File: src/rtl/cws_pkg.sv
package cws_pkg;

    localparam int HOP_W_DEF   = 32;
    localparam int SER_W_DEF   = 32;
    localparam int BTN_W_DEF   = 4;
    localparam int N_TRIP_DEF  = 2;
    localparam int TRAIL_W_DEF = 2;

    // One step of the two-bit check: {c1, c0} in, {c1, c0} out
    function automatic logic [1:0] crc2_next(input logic [1:0] cur, input logic din);
        logic [1:0] nxt;
        nxt[1] = cur[0] ^ din;
        nxt[0] = cur[0] ^ din ^ cur[1];
        return nxt;
    endfunction

endpackage

File: src/rtl/cws_lv_select.sv
module cws_lv_select #(
    parameter int N_TRIP = 2,
    parameter int SEL_W  = (N_TRIP > 1) ? $clog2(N_TRIP) : 1
) (
    input  logic [N_TRIP-1:0] flags_i,
    input  logic [SEL_W-1:0]  sel_i,
    output logic              low_o
);

    always_comb begin
        low_o = 1'b0;
        for (int k = 0; k < N_TRIP; k++) begin
            if (sel_i == SEL_W'(k)) low_o = flags_i[k];
        end
    end

endmodule

File: src/rtl/cws_body_build.sv
module cws_body_build #(
    parameter int HOP_W  = 32,
    parameter int SER_W  = 32,
    parameter int BTN_W  = 4,
    parameter int SEED_W = HOP_W + SER_W - BTN_W,
    parameter int BODY_W = HOP_W + SER_W
) (
    input  logic              seed_mode_i,
    input  logic              ser28_i,
    input  logic [HOP_W-1:0]  hop_i,
    input  logic [SER_W-1:0]  serial_i,
    input  logic [BTN_W-1:0]  button_i,
    input  logic [SEED_W-1:0] seed_i,
    output logic [BODY_W-1:0] body_o
);

    localparam int OVL_LO = SER_W - BTN_W;

    logic [SER_W-1:0] ser_fld;

    for (genvar i = 0; i < SER_W; i++) begin : g_ser
        if (i >= OVL_LO) begin : g_ovl
            assign ser_fld[i] = ser28_i ? button_i[i-OVL_LO] : serial_i[i];
        end else begin : g_keep
            assign ser_fld[i] = serial_i[i];
        end
    end

    assign body_o = seed_mode_i ? {button_i, seed_i} : {ser_fld, hop_i};

endmodule

File: src/rtl/cws_bit_pick.sv
module cws_bit_pick #(
    parameter int BODY_W = 64,
    parameter int IDX_W  = 7
) (
    input  logic [IDX_W-1:0]  idx_i,
    input  logic [BODY_W-1:0] body_i,
    input  logic              lv_tx_i,
    input  logic              lv_crc_i,
    input  logic [1:0]        crc_i,
    output logic              tx_bit_o,
    output logic              crc_bit_o
);

    localparam int BIDX_W = (BODY_W > 1) ? $clog2(BODY_W) : 1;
    localparam logic [IDX_W-1:0] STAT_IDX = IDX_W'(BODY_W);
    localparam logic [IDX_W-1:0] C0_IDX   = IDX_W'(BODY_W + 1);
    localparam logic [IDX_W-1:0] C1_IDX   = IDX_W'(BODY_W + 2);

    always_comb begin
        tx_bit_o  = 1'b0;
        crc_bit_o = 1'b0;
        if (idx_i < STAT_IDX) begin
            tx_bit_o  = body_i[idx_i[BIDX_W-1:0]];
            crc_bit_o = body_i[idx_i[BIDX_W-1:0]];
        end else if (idx_i == STAT_IDX) begin
            tx_bit_o  = lv_tx_i;
            crc_bit_o = lv_crc_i;
        end else if (idx_i == C0_IDX) begin
            tx_bit_o  = crc_i[0];
        end else if (idx_i == C1_IDX) begin
            tx_bit_o  = crc_i[1];
        end
    end

endmodule

File: src/rtl/cws_crc_step.sv
module cws_crc_step (
    input  logic [1:0] crc_i,
    input  logic       din_i,
    output logic [1:0] crc_o
);

    import cws_pkg::*;

    assign crc_o = crc2_next(crc_i, din_i);

endmodule

File: src/rtl/codeword_serializer.sv
module codeword_serializer #(
    parameter int HOP_W   = cws_pkg::HOP_W_DEF,
    parameter int SER_W   = cws_pkg::SER_W_DEF,
    parameter int BTN_W   = cws_pkg::BTN_W_DEF,
    parameter int N_TRIP  = cws_pkg::N_TRIP_DEF,
    parameter int TRAIL_W = cws_pkg::TRAIL_W_DEF,
    parameter int SEED_W  = HOP_W + SER_W - BTN_W,
    parameter int SEL_W   = (N_TRIP > 1) ? $clog2(N_TRIP) : 1
) (
    input  logic              clk,
    input  logic              rst_n,
    input  logic              start_i,
    input  logic              tick_i,
    input  logic              seed_mode_i,
    input  logic              ser28_i,
    input  logic [HOP_W-1:0]  hop_i,
    input  logic [SER_W-1:0]  serial_i,
    input  logic [BTN_W-1:0]  button_i,
    input  logic [SEED_W-1:0] seed_i,
    input  logic [SEL_W-1:0]  lv_sel_i,
    input  logic              lv_3v_i,
    input  logic              lv_6v_i,
    output logic              data_o,
    output logic              busy_o,
    output logic              done_o
);

    localparam int BODY_W    = HOP_W + SER_W;
    localparam int FRAME_LEN = BODY_W + 1 + 2 + TRAIL_W;
    localparam int IDX_W     = $clog2(FRAME_LEN);
    localparam logic [IDX_W-1:0] STAT_IDX = IDX_W'(BODY_W);
    localparam logic [IDX_W-1:0] PRE_STAT = IDX_W'(BODY_W - 1);
    localparam logic [IDX_W-1:0] LAST_IDX = IDX_W'(FRAME_LEN - 1);

    typedef struct packed {
        logic              busy;
        logic              done;
        logic [IDX_W-1:0]  idx;
        logic [1:0]        crc;
        logic              lv_crc;
        logic              lv_tx;
        logic [BODY_W-1:0] body;
    } state_t;

    state_t st_d, st_q;

    logic [N_TRIP-1:0] trip_flags;
    logic              lv_now;
    logic [BODY_W-1:0] body_new;
    logic              tx_bit;
    logic              crc_bit;
    logic [1:0]        crc_upd;

    always_comb begin
        trip_flags    = '0;
        trip_flags[0] = lv_3v_i;
        if (N_TRIP > 1) trip_flags[N_TRIP-1] = lv_6v_i;
    end

    cws_lv_select #(
        .N_TRIP (N_TRIP),
        .SEL_W  (SEL_W)
    ) lv_sel_u (
        .flags_i (trip_flags),
        .sel_i   (lv_sel_i),
        .low_o   (lv_now)
    );

    cws_body_build #(
        .HOP_W  (HOP_W),
        .SER_W  (SER_W),
        .BTN_W  (BTN_W),
        .SEED_W (SEED_W),
        .BODY_W (BODY_W)
    ) body_u (
        .seed_mode_i (seed_mode_i),
        .ser28_i     (ser28_i),
        .hop_i       (hop_i),
        .serial_i    (serial_i),
        .button_i    (button_i),
        .seed_i      (seed_i),
        .body_o      (body_new)
    );

    cws_bit_pick #(
        .BODY_W (BODY_W),
        .IDX_W  (IDX_W)
    ) pick_u (
        .idx_i     (st_q.idx),
        .body_i    (st_q.body),
        .lv_tx_i   (st_q.lv_tx),
        .lv_crc_i  (st_q.lv_crc),
        .crc_i     (st_q.crc),
        .tx_bit_o  (tx_bit),
        .crc_bit_o (crc_bit)
    );

    cws_crc_step crc_u (
        .crc_i (st_q.crc),
        .din_i (crc_bit),
        .crc_o (crc_upd)
    );

    always_comb begin
        st_d      = st_q;
        st_d.done = 1'b0;
        if (!st_q.busy) begin
            if (start_i) begin
                st_d.busy   = 1'b1;
                st_d.idx    = '0;
                st_d.crc    = 2'b00;
                st_d.lv_crc = lv_now;
                st_d.lv_tx  = lv_now;
                st_d.body   = body_new;
            end
        end else if (tick_i) begin
            if (st_q.idx <= STAT_IDX) st_d.crc = crc_upd;
            if (st_q.idx == PRE_STAT) st_d.lv_tx = lv_now;
            if (st_q.idx == LAST_IDX) begin
                st_d.busy = 1'b0;
                st_d.done = 1'b1;
                st_d.idx  = '0;
            end else begin
                st_d.idx = st_q.idx + 1'b1;
            end
        end
    end

    always_ff @(posedge clk or negedge rst_n) begin
        if (!rst_n) st_q <= '0;
        else        st_q <= st_d;
    end

    assign data_o = st_q.busy & tx_bit;
    assign busy_o = st_q.busy;
    assign done_o = st_q.done;

endmodule

File: config.mk
export PLATFORM = sky130hd
export DESIGN_NAME = codeword_serializer
export DESIGN_NICKNAME = d
export VERILOG_FILES = /design/src/rtl/cws_pkg.sv /design/src/rtl/cws_lv_select.sv /design/src/rtl/cws_body_build.sv /design/src/rtl/cws_bit_pick.sv /design/src/rtl/cws_crc_step.sv /design/src/rtl/codeword_serializer.sv
export SDC_FILE = /design/constraint.sdc
export NUM_CORES = 1
export LEC_CHECK = 0
export BUFFER_PORTS_ARGS = -buffer_cell sky130_fd_sc_hd__buf_2
export CORE_ASPECT_RATIO = 1.4
export CORE_UTILIZATION = 29
export DETAILED_ROUTE_END_ITERATION = 10
export RECOVER_POWER = 100
export SLEW_MARGIN = 25
export SYNTH_ARGS = -nofsm -noshare
export SYNTH_HDL_FRONTEND = slang
export SYNTH_SLANG_ARGS = --single-unit
File: constraint.sdc
create_clock -name clk -period 1.9 [get_ports clk]
set_clock_uncertainty 0.1 [all_clocks]
set_input_delay 0.285 -clock clk [delete_from_list [all_inputs] [get_ports clk]]
set_output_delay 0.285 -clock clk [all_outputs]
set_load 0.03 [all_outputs]
==> impl_metrics.py <==
metrics = {
    "run_status": {
        "status": "complete, but fails checks",
        "violations": "negative setup slack",
    },
    "floorplan": {
        "die_width_microns": 105,
        "placementRows": 52,
        "core_area_sq_um": 14400,
        "initial_utilization": 0.296,
        "ioPinCount": 140,
        "floorplan.die.height_microns": 146,
        "die_area_sq_um": 15200,
    },
    "setup_path": {
        "crit_slowest_cell": "dfrtp_2",
        "critPathMaxFanout": 5,
        "cpPeakStageDelay_ps": 460,
        "critPathKind": "flop to output port",
        "crit_family": "compound AO/OA/AOI/OAI gates",
        "reg2reg_depth": 9,
        "start_kind": "flop",
        "r2r_setup_slack_ps": -520,
        "end_kind": "output port",
        "cp.required_ps": 1510,
        "worstPathArrival_ps": 2170,
        "r2r-start": "st_q[68]",
        "cp_num_buf_inv": 3,
        "cp-startpoint": "st_q[68]",
        "r2r_end": "st_q[67]",
        "path_cells": "buf_12, buf_4, mux2_4, o211ai_1, a21o_1, a32o_2, a31oi_4, buf_6",
    },
    "placement": {
        "io_buffer_count": 139,
        "place_area_sq_um": 5370,
        "place_hpwl_mm": 8.59,
        "place_inst": 750,
        "gp_congestion": 0.820,
    },
    "logic_synthesis": {
        "async_flop_share": 1.00,
        "synth_edf_count": 0,
        "ys_ff_latch": 77,
        "synthCells": 421,
        "avgSynthCellArea_sq_um": 10.2,
        "yosysSeqAreaShare": 0.451,
        "netlist-cell-type-count": 42,
        "syn_area_sq_um": 4280,
        "synth_area_leaders": "dfrtp_1 45%, mux2i_1 16%, o21ai_0 8.1%, nand2_1 7.0%, mux4_2 4.7%",
        "yosysTopAreaCell": "dfrtp_1",
        "synth_ff_type": "dfrtp_1",
        "yosysWarningCount": 0,
        "syn-num-nets": 562,
        "synth_top_area_share": 0.451,
    },
    "detailed_routing": {
        "wl_mm": 11.1,
        "vias": 3667,
        "avgRoutedWirePerCell_microns": 14.3,
        "first_pass_iters": 4,
        "drtIter0Drc": 143,
        "routed_via_density": 4.72,
        "ant_nets": 0,
        "drc": 0,
    },
    "power": {
        "power_mw": 5.86,
        "combinationalPowerShare": 0.360,
        "vdd_drop_max_v": 0.000412,
        "power_frac_clock": 0.284,
        "power.density_nw_per_um2": 1010,
        "p_sw_frac": 0.315,
        "p_sw_mw": 1.85,
        "pwr-share-seq": 0.356,
        "p_leak_nw": 2.92,
        "p_int_mw": 4.01,
    },
    "clock_network": {
        "tritoncts": "built",
        "cts_buffer_depth": 2,
        "cts_max_level": 3,
        "numCtsBuffers": 9,
        "clk_pin_slew_ps": 60,
        "cts_sinks": 77,
        "cts_root_buffer": "clkbuf_16",
        "clkLatencyLatePin_ps": 340,
    },
    "final_layout": {
        "finalNetCount": 724,
        "multi_input_area_sq_um": 2240,
        "mostFrequentLayoutCells": "134 x buf_2, 80 x nand2_1, 76 x dfrtp_1",
        "layout-drive-gt1-share": 0.386,
        "antenna_cells": 0,
        "instances_no_fill": 777,
        "final_common_cell": "buf_2",
        "fillers": 1457,
        "syn_to_final_growth_pct": 35.9,
        "fin_area_sq_um": 5810,
        "register_area_sq_um": 1930,
    },
    "min_path": {
        "whs_endpoint": "st_q[64]",
        "hold_path_class": "primary input to flop",
        "hold_depth": 2,
        "min-delay-start": "start_i",
    },
    "timing": {
        "min_period_ps": 2560,
        "finalMaxSlewViolations": 0,
        "worstMarginPinSlew_ps": 986,
        "max_freq_mhz": 391,
        "timing.final.crit_share": 1.35,
        "setup_viol": 26,
        "rsz0062_at_grt": "yes",
        "setup_slack_ps": -658,
        "hold_violations": 0,
        "slew_headroom": 0.342,
    },
    "grt": {
        "grt_overflow": 0,
        "grt_max_degree": 77,
        "grt_pass1_wl_mm": 18.0,
        "track_usage": 0.151,
        "antenna_found_initial": 0,
        "grt_pass1_vias": 3782,
    },
    "job": {
        "drv_cap": 0,
    },
}
## stage by stage
stage	setup TNS, ps	hold slack, ps	setup slack (ps)	util
after floorplan	-601	-111	-219	-
after global placement	-1000	184	-379	0.372
after detailed placement	-1180	198	-392	0.372
after CTS	-1610	127	-681	0.400
after global routing	-12510	108	-728	0.402
final	-3390	108	-658	0.402
## power groups by stage
stage,combinational (mW),sequential (mW),clock (mW)
global placement,1.83,2.10,0
floorplan,1.26,2.04,0
finish,2.11,2.09,1.66
global route,2.32,2.12,1.77
detailed placement,1.89,2.10,0
CTS,2.04,2.08,1.70
## per-layer routing
layer	vias up	GRT usage	wire [microns]
met2	86	0.268	5800
met3	14	0.0197	414
li1	1822	-	-
met1	1745	0.182	4710
met5	-	0	0
met4	0	0.0704	218
## cell families (layout without fill, tap and decap cells)
family                   Yosys count  in the layout  synth area share
AO/OA/AOI/OAI                     91             91             0.122
XOR/XNOR                           4              4           0.00819
adder cells (fa/ha/maj)            4              4            0.0117
buffers and inverters             36            203            0.0413
flip-flops                        77             77             0.451
multiplexers                      88             88             0.245
AND/OR/NAND/NOR                  121            121             0.121
## how the worst max path moves through the flow
stage	endpoint	slack, ps	cells after the start
floorplan	data_o	-220	7
global placement	data_o	-380	7
detailed placement	data_o	-390	7
CTS	data_o	-680	7
global route	data_o	-730	7
finish	data_o	-660	8
## flip-flops by register name, summed over array words and instances (netlist names)
signal  count
busy_o      1
done_o      1
st_q       75
## Yosys cell counts, types with 3 or more instances
cell type,count
nand2_1,80
dfrtp_1,77
mux2i_1,70
o21ai_0,69
clkbuf_1,22
nor2_1,17
mux4_2,9
nand3_1,8
inv_1,6
mux2_2,6
nor2b_1,5
ha_1,4
a21oi_1,3
buf_2,3
mux4_1,3
nand2b_1,3
o211ai_1,3
o221ai_1,3
## final cells by class
cell class | count | share of cell area
multi-input combinational | 308 | 0.385
sequential | 77 | 0.332
timing repair buffer | 181 | 0.188
tap | 189 | 0.0407
clock buffer | 9 | 0.0388
clock inverter | 7 | 0.0114
inverter | 6 | 0.00452
## repair_timing
action | in CTS | in global routing
cloned | 1 | 1
gates resized for setup | 7 | 18
endpoints found under the setup margin | 9 | 10
hold endpoints to repair | 37 | 0
pin swaps | 5 | 7
buffers inserted | 7 | 2
hold buffers | 1 | 0
(Power assumes the default switching activity.)
